### src/rtl/pwr_pkg.sv
package pwr_pkg;
  typedef enum logic [1:0] {
    MODE_RUN  = 2'b00,
    MODE_IDLE = 2'b01,
    MODE_PD   = 2'b10
  } pwr_mode_e;

  typedef struct packed {
    logic cpu_en;
    logic tmr_en;
    logic ser_en;
    logic osc_en;
    logic ale_force;
    logic ale_level;
    logic psen_force;
    logic psen_level;
    logic memsel_off;
  } pwr_ctl_t;
endpackage

### src/rtl/pwr_wake_detect.sv
module pwr_wake_detect #(
  parameter int N_IRQ = 4
) (
  input  logic [N_IRQ-1:0] irq_req_i,
  input  logic [N_IRQ-1:0] irq_en_i,
  input  logic             rst_pin_i,
  input  logic             rst_int_i,
  output logic             wake_o,
  output logic             rst_req_o
);
  logic [N_IRQ-1:0] live;

  for (genvar i = 0; i < N_IRQ; i++) begin : g_mask
    assign live[i] = irq_req_i[i] & irq_en_i[i];
  end

  assign wake_o    = |live;
  assign rst_req_o = rst_pin_i | rst_int_i;
endmodule

### src/rtl/pwr_mode_fsm.sv
module pwr_mode_fsm
  import pwr_pkg::*;
(
  input  logic       clk_i,
  input  logic       rst_ni,
  input  logic       rst_req_i,
  input  logic       wake_i,
  input  logic       we_i,
  input  logic [1:0] wdata_i,
  output pwr_mode_e  mode_o,
  output logic       idle_entry_o
);
  pwr_mode_e mode_q, mode_d;

  always_comb begin
    mode_d = mode_q;
    unique case (mode_q)
      MODE_RUN: begin
        if (we_i) begin
          // power-down wins over idle when both bits are written
          if (wdata_i[1])      mode_d = MODE_PD;
          else if (wdata_i[0]) mode_d = MODE_IDLE;
        end
      end
      MODE_IDLE: if (wake_i) mode_d = MODE_RUN;
      MODE_PD:   mode_d = MODE_PD;
      default:   mode_d = MODE_RUN;
    endcase
    if (rst_req_i) mode_d = MODE_RUN;
  end

  always_ff @(posedge clk_i or negedge rst_ni) begin
    if (!rst_ni) mode_q <= MODE_RUN;
    else         mode_q <= mode_d;
  end

  assign mode_o       = mode_q;
  assign idle_entry_o = (mode_q == MODE_RUN) && (mode_d == MODE_IDLE);
endmodule

### src/rtl/pwr_out_decode.sv
module pwr_out_decode
  import pwr_pkg::*;
(
  input  pwr_mode_e mode_i,
  input  logic      memsel_gpio_i,
  output pwr_ctl_t  ctl_o
);
  always_comb begin
    ctl_o = '{cpu_en: 1'b1, tmr_en: 1'b1, ser_en: 1'b1, osc_en: 1'b1,
              ale_force: 1'b0, ale_level: 1'b0,
              psen_force: 1'b0, psen_level: 1'b0, memsel_off: 1'b0};
    unique case (mode_i)
      MODE_IDLE: begin
        ctl_o.cpu_en     = 1'b0;
        ctl_o.ale_force  = 1'b1;
        ctl_o.ale_level  = 1'b1;
        ctl_o.psen_force = 1'b1;
        ctl_o.psen_level = 1'b1;
      end
      MODE_PD: begin
        ctl_o.cpu_en     = 1'b0;
        ctl_o.tmr_en     = 1'b0;
        ctl_o.ser_en     = 1'b0;
        ctl_o.osc_en     = 1'b0;
        ctl_o.ale_force  = 1'b1;
        ctl_o.psen_force = 1'b1;
        ctl_o.memsel_off = !memsel_gpio_i;
      end
      default: ;
    endcase
  end
endmodule

### src/rtl/adc_guard.sv
module adc_guard (
  input  logic clk_i,
  input  logic rst_ni,
  input  logic idle_entry_i,
  input  logic busy_i,
  input  logic start_i,
  output logic invalid_o
);
  logic inv_q;

  always_ff @(posedge clk_i or negedge rst_ni) begin
    if (!rst_ni)                    inv_q <= 1'b0;
    else if (idle_entry_i & busy_i) inv_q <= 1'b1;
    else if (start_i)               inv_q <= 1'b0;
  end

  assign invalid_o = inv_q;
endmodule

### src/rtl/pwr_mode_ctrl.sv
module pwr_mode_ctrl
  import pwr_pkg::*;
#(
  parameter int N_IRQ = 4
) (
  input  logic             clk_i,
  input  logic             rst_ni,
  input  logic             pcon_we_i,
  input  logic [1:0]       pcon_wdata_i,
  input  logic [N_IRQ-1:0] irq_req_i,
  input  logic [N_IRQ-1:0] irq_en_i,
  input  logic             rst_pin_i,
  input  logic             rst_int_i,
  input  logic             cfg_memsel_gpio_i,
  input  logic             adc_busy_i,
  input  logic             adc_start_i,
  output logic [1:0]       mode_o,
  output logic             cpu_clk_en_o,
  output logic             tmr_clk_en_o,
  output logic             ser_clk_en_o,
  output logic             osc_en_o,
  output logic             ale_force_o,
  output logic             ale_level_o,
  output logic             psen_force_o,
  output logic             psen_level_o,
  output logic             memsel_off_o,
  output logic             adc_invalid_o
);
  logic      wake, rst_req, idle_entry;
  pwr_mode_e mode;
  pwr_ctl_t  ctl;

  pwr_wake_detect #(.N_IRQ(N_IRQ)) u_wake (
    .irq_req_i (irq_req_i),
    .irq_en_i  (irq_en_i),
    .rst_pin_i (rst_pin_i),
    .rst_int_i (rst_int_i),
    .wake_o    (wake),
    .rst_req_o (rst_req)
  );

  pwr_mode_fsm u_fsm (
    .clk_i        (clk_i),
    .rst_ni       (rst_ni),
    .rst_req_i    (rst_req),
    .wake_i       (wake),
    .we_i         (pcon_we_i),
    .wdata_i      (pcon_wdata_i),
    .mode_o       (mode),
    .idle_entry_o (idle_entry)
  );

  pwr_out_decode u_dec (
    .mode_i        (mode),
    .memsel_gpio_i (cfg_memsel_gpio_i),
    .ctl_o         (ctl)
  );

  adc_guard u_adc (
    .clk_i        (clk_i),
    .rst_ni       (rst_ni),
    .idle_entry_i (idle_entry),
    .busy_i       (adc_busy_i),
    .start_i      (adc_start_i),
    .invalid_o    (adc_invalid_o)
  );

  assign mode_o       = mode;
  assign cpu_clk_en_o = ctl.cpu_en;
  assign tmr_clk_en_o = ctl.tmr_en;
  assign ser_clk_en_o = ctl.ser_en;
  assign osc_en_o     = ctl.osc_en;
  assign ale_force_o  = ctl.ale_force;
  assign ale_level_o  = ctl.ale_level;
  assign psen_force_o = ctl.psen_force;
  assign psen_level_o = ctl.psen_level;
  assign memsel_off_o = ctl.memsel_off;
endmodule

### config.mk
export PLATFORM = sky130hd
export DESIGN_NAME = pwr_mode_ctrl
export DESIGN_NICKNAME = d
export VERILOG_FILES = /design/src/rtl/pwr_pkg.sv /design/src/rtl/pwr_wake_detect.sv /design/src/rtl/pwr_mode_fsm.sv /design/src/rtl/pwr_out_decode.sv /design/src/rtl/adc_guard.sv /design/src/rtl/pwr_mode_ctrl.sv
export SDC_FILE = /design/constraint.sdc
export NUM_CORES = 1
export LEC_CHECK = 0
export ABC_AREA = 1
export ABC_CLOCK_PERIOD_IN_PS = 1150
export BUFFER_PORTS_ARGS = -buffer_cell sky130_fd_sc_hd__buf_2
export CORE_AREA = 4 4 41 43
export CTS_BUF_LIST = sky130_fd_sc_hd__clkbuf_4
export DETAILED_ROUTE_END_ITERATION = 16
export DIE_AREA = 0 0 45 47
export PLACE_DENSITY_LB_ADDON = 0.1
export REMOVE_ABC_BUFFERS = 1
export SETUP_SLACK_MARGIN = 0.15
export SYNTH_ARGS = -nofsm -noshare
export SYNTH_HDL_FRONTEND = slang
export SYNTH_SLANG_ARGS = --single-unit
export TNS_END_PERCENT = 5
### constraint.sdc
create_clock -name clk_i -period 1.15 [get_ports clk_i]
set_clock_uncertainty 0.05 [all_clocks]
set_input_delay 0.23 -clock clk_i [delete_from_list [all_inputs] [get_ports clk_i]]
set_output_delay 0.23 -clock clk_i [all_outputs]
set_load 0.05 [all_outputs]
==> metrics.csv <==
stage,metric,value,unit
outcome,result_of_the_run,"complete, but fails checks",
outcome,violations_in_the_final_reports,negative setup slack,
power_and_ir_drop,power_frac_seq,20.8,%
timing,final.min_clock_period,1.48,ns
synthesis,synth-warning-count,0,
global_route,grt_first_pass_wirelength,1340,um
synthesis,ys_ff_latch,3,
worst_setup_path,r2r_cells,7,
worst_setup_path,endpoint_kind,primary output,
worst_setup_path,reg2reg_from,u_fsm.mode_o[1]$_DFF_PN0_,
detailed_routing,dr.first_iter.drc_count,7,
global_route,global_route.overflow_total,0,
synthesis,syn-mean-instance-area,6.77,um^2
timing,final_worst_path_cycle_share,129,%
timing,max-slew-margin-rel,90.3,%
global_route,globalRouteTotalUtil,9.26,%
synthesis,synthesis.instances,46,
cts,number_of_buffers_created_by_cts,3,
placement,numPortBuffers,29,
power_and_ir_drop,net-switching-power,0.184,mW
run,max_cap_viol_count,0,
cells_and_area,num_antenna_cells,0,
power_and_ir_drop,power_internal,0.360,mW
worst_setup_path,worst-setup-path-type,register to primary output,
timing,worst_case_setup_margin_in_the_final_layout,-0.333,ns
timing,actual_slew_at_the_worst_max_slew_pin,0.146,ns
timing,setup_tns,-3.11,ns
timing,maxSlewViolCount,0,
cts,clk_path_buf_depth,2,
power_and_ir_drop,power.combinational.fraction,40.9,%
global_route,grt_pass1_vias,342,
die,rows,13,
cells_and_area,final_layout_size_suffix_gt1_share,56.6,%
cts,clkLatencyLatePin,0.23,ns
die,core_region_area,0.00130,mm^2
placement,place_hpwl,717,um
placement,place_worst_setup_slack,-0.219,ns
die,ports,30,
power_and_ir_drop,proportion_of_power_drawn_by_the_clock_network,38.4,%
cts,clkSinkCount,3,
hold_path,timing.hold.worst.start,rst_int_i,
worst_setup_path,worst_path_largest_cell_delay,0.38,ns
cts,tritoncts,yes,
cts,htree_num_levels,1,
die,die_height,47,um
cts,cts-root-buf,sky130_fd_sc_hd__clkbuf_4,
worst_setup_path,worst_path_most_repeated_cell,sky130_fd_sc_hd__inv_1,
detailed_routing,detail_route.wirelength,912,um
power_and_ir_drop,leakage_power,0.368,nW
worst_setup_path,start_kind,register,
timing,setup_viol_count_final,13,
placement,gpl.final_weighted_congestion,0.632,
detailed_routing,via_per_inst,3.79,
die,fp.dieW,45,um
die,start_util,23.9,%
detailed_routing,drt-pass1-iter-count,2,
worst_setup_path,worstPathRequired,0.87,ns
worst_setup_path,critical_path.max_fanout,3,
synthesis,synth_cell_area,312,um^2
detailed_routing,antenna_left,0,
worst_setup_path,critPathTopFamily,flip-flops,
worst_setup_path,worst_reg2reg_setup_slack,-0.21,ns
cts,clkSlewWorstSetupHoldPaths,0.04,ns
cells_and_area,flow.area_growth_from_synthesis,110,%
global_route,grt_antenna_before_repair,0,
timing,max_clock_freq,0.674,GHz
worst_setup_path,worstReg2RegEnd,u_adc.invalid_o$_DFFE_PN0P_,
cells_and_area,finish.net_count,107,
timing,grt_setup_unrepaired,yes,
synthesis,ys_seq_area_share,24.1,%
worst_setup_path,chain_of_cells_forming_the_critical_path,inv_1 -> ha_4 -> inv_1 -> buf_6,
detailed_routing,drcViolationCount,0,
hold_path,min_delay_worst_endpoint,u_fsm.mode_o[1]$_DFF_PN0_,
timing,timing.final.hold_violations,0,
worst_setup_path,crit_arrival,1.20,ns
detailed_routing,vias,371,
power_and_ir_drop,ir_drop,0.000510,V
detailed_routing,wl_per_cell,9.31,um
synthesis,synth_cell_types,10,
power_and_ir_drop,power.density,831,mW/mm^2
global_route,largest_net_degree_at_the_start_of_global_routing,5,
die,total_die_area,0.00212,mm^2
hold_path,hold_path.class,input port to register,
worst_setup_path,slowest_stage,sky130_fd_sc_hd__dfrtp_1,
power_and_ir_drop,sw_frac_of_total,33.9,%
cells_and_area,layout_filler_cell_count,143,
hold_path,whs_path_depth,4,
worst_setup_path,critPathBufInv,3,
-- through the flow --
stage          cells  util [%]  hold slack [ns]  area, um^2  total power [mW]
5_1_grt           98      50.3            0.238         654             0.580
3_3_place_gp      90      36.5          -0.0219         475             0.286
6_report          98      50.3            0.225         654             0.544
3_5_place_dp      90      36.5          -0.0220         475             0.286
4_1_cts           98      48.9            0.214         637             0.553
2_1_floorplan     42         -           -0.116         282             0.223
-- worst min-delay path: cells and delay by family --
family | cells | cell delay, ns
buffers and inverters | 1 | 0.07
AOI/OAI and AO/OA | 1 | 0.04
and+or+nand+nor | 2 | 0.12
-- power by group through the flow --
| stage | Combinational, mW | Sequential [mW] | Clock [mW] |
|---|---|---|---|
| floorplan | 0.0957 | 0.128 | 0 |
| finish | 0.222 | 0.113 | 0.209 |
| global route | 0.239 | 0.114 | 0.227 |
| CTS | 0.217 | 0.113 | 0.223 |
| detailed placement | 0.171 | 0.115 | 0 |
| global placement | 0.171 | 0.114 | 0 |
-- synthesized netlist by cell type --
cell type | n | share of area (%)
sky130_fd_sc_hd__a21oi_1 | 3 | 4.8
sky130_fd_sc_hd__buf_4 | 4 | 9.6
sky130_fd_sc_hd__dfrtp_1 | 3 | 24
sky130_fd_sc_hd__ha_1 | 5 | 20
sky130_fd_sc_hd__inv_1 | 10 | 12
sky130_fd_sc_hd__nand2_1 | 14 | 17
sky130_fd_sc_hd__nand3_1 | 1 | 1.6
sky130_fd_sc_hd__nand3b_1 | 1 | 2.4
sky130_fd_sc_hd__nor2_1 | 3 | 3.6
sky130_fd_sc_hd__o21bai_1 | 2 | 4.8
-- what timing repair did --
item	CTS	global route
buffers inserted	3	0
gates resized for setup	29	5
gates cloned	0	0
endpoints found under the setup margin	15	15
pin swaps	2	2
hold buffers	1	0
endpoints found under the hold margin	3	0
-- worst max-delay path by stage --
stage,from,end,depth (start not counted)
after floorplan,u_fsm.mode_o[0]$_DFF_PN0_,memsel_off_o,4
after global placement,u_fsm.mode_o[1]$_DFF_PN0_,cpu_clk_en_o,4
after detailed placement,u_fsm.mode_o[1]$_DFF_PN0_,cpu_clk_en_o,4
after CTS,u_fsm.mode_o[0]$_DFF_PN0_,memsel_off_o,5
after global routing,u_fsm.mode_o[0]$_DFF_PN0_,memsel_off_o,5
final,u_fsm.mode_o[1]$_DFF_PN0_,cpu_clk_en_o,4
-- area by class of cell --
cell class	count	area, um^2	share of cell area, %
inverter	10	40.0	6.12
clock buffer	4	30.0	4.59
timing repair buffer	37	283	43.2
sequential	3	75.1	11.5
tap	15	18.8	2.87
multi-input combinational	29	208	31.7
-- flip-flops by register name (all words and copies together), names as in the netlist --
| name | count |
|---|---|
| u_adc.invalid_o | 1 |
| u_fsm.mode_o | 2 |
-- cells in the final DEF (no fill, tap or decap), types with 2 or more instances in the layout --
master                      n
sky130_fd_sc_hd__buf_4      8
sky130_fd_sc_hd__a21oi_1    2
sky130_fd_sc_hd__ha_4       2
sky130_fd_sc_hd__nand2_1   14
sky130_fd_sc_hd__inv_1      8
sky130_fd_sc_hd__buf_6     10
sky130_fd_sc_hd__o21bai_1   2
sky130_fd_sc_hd__clkbuf_4   4
sky130_fd_sc_hd__buf_2     17
sky130_fd_sc_hd__dfrtp_1    3
sky130_fd_sc_hd__ha_1       2
sky130_fd_sc_hd__nor2_1     2
-- routing by layer --
metal	global-route usage (%)	vias to the layer above	part of all wire [%]
met5	0	-	0
met4	8.77	0	0
met3	2.30	0	6.1
met2	15.3	12	54
met1	9.59	154	40
li1	-	205	-
-- cell families after synthesis --
group | after synthesis | share of synthesized area, %
adder cells (fa/ha/maj) | 5 | 20.1
flip-flops | 3 | 24.1
AO/OA/AOI/OAI | 5 | 9.64
buffers and inverters | 14 | 21.7
AND/OR/NAND/NOR | 19 | 24.5
Note: power is estimated with default switching activity, not from simulation.
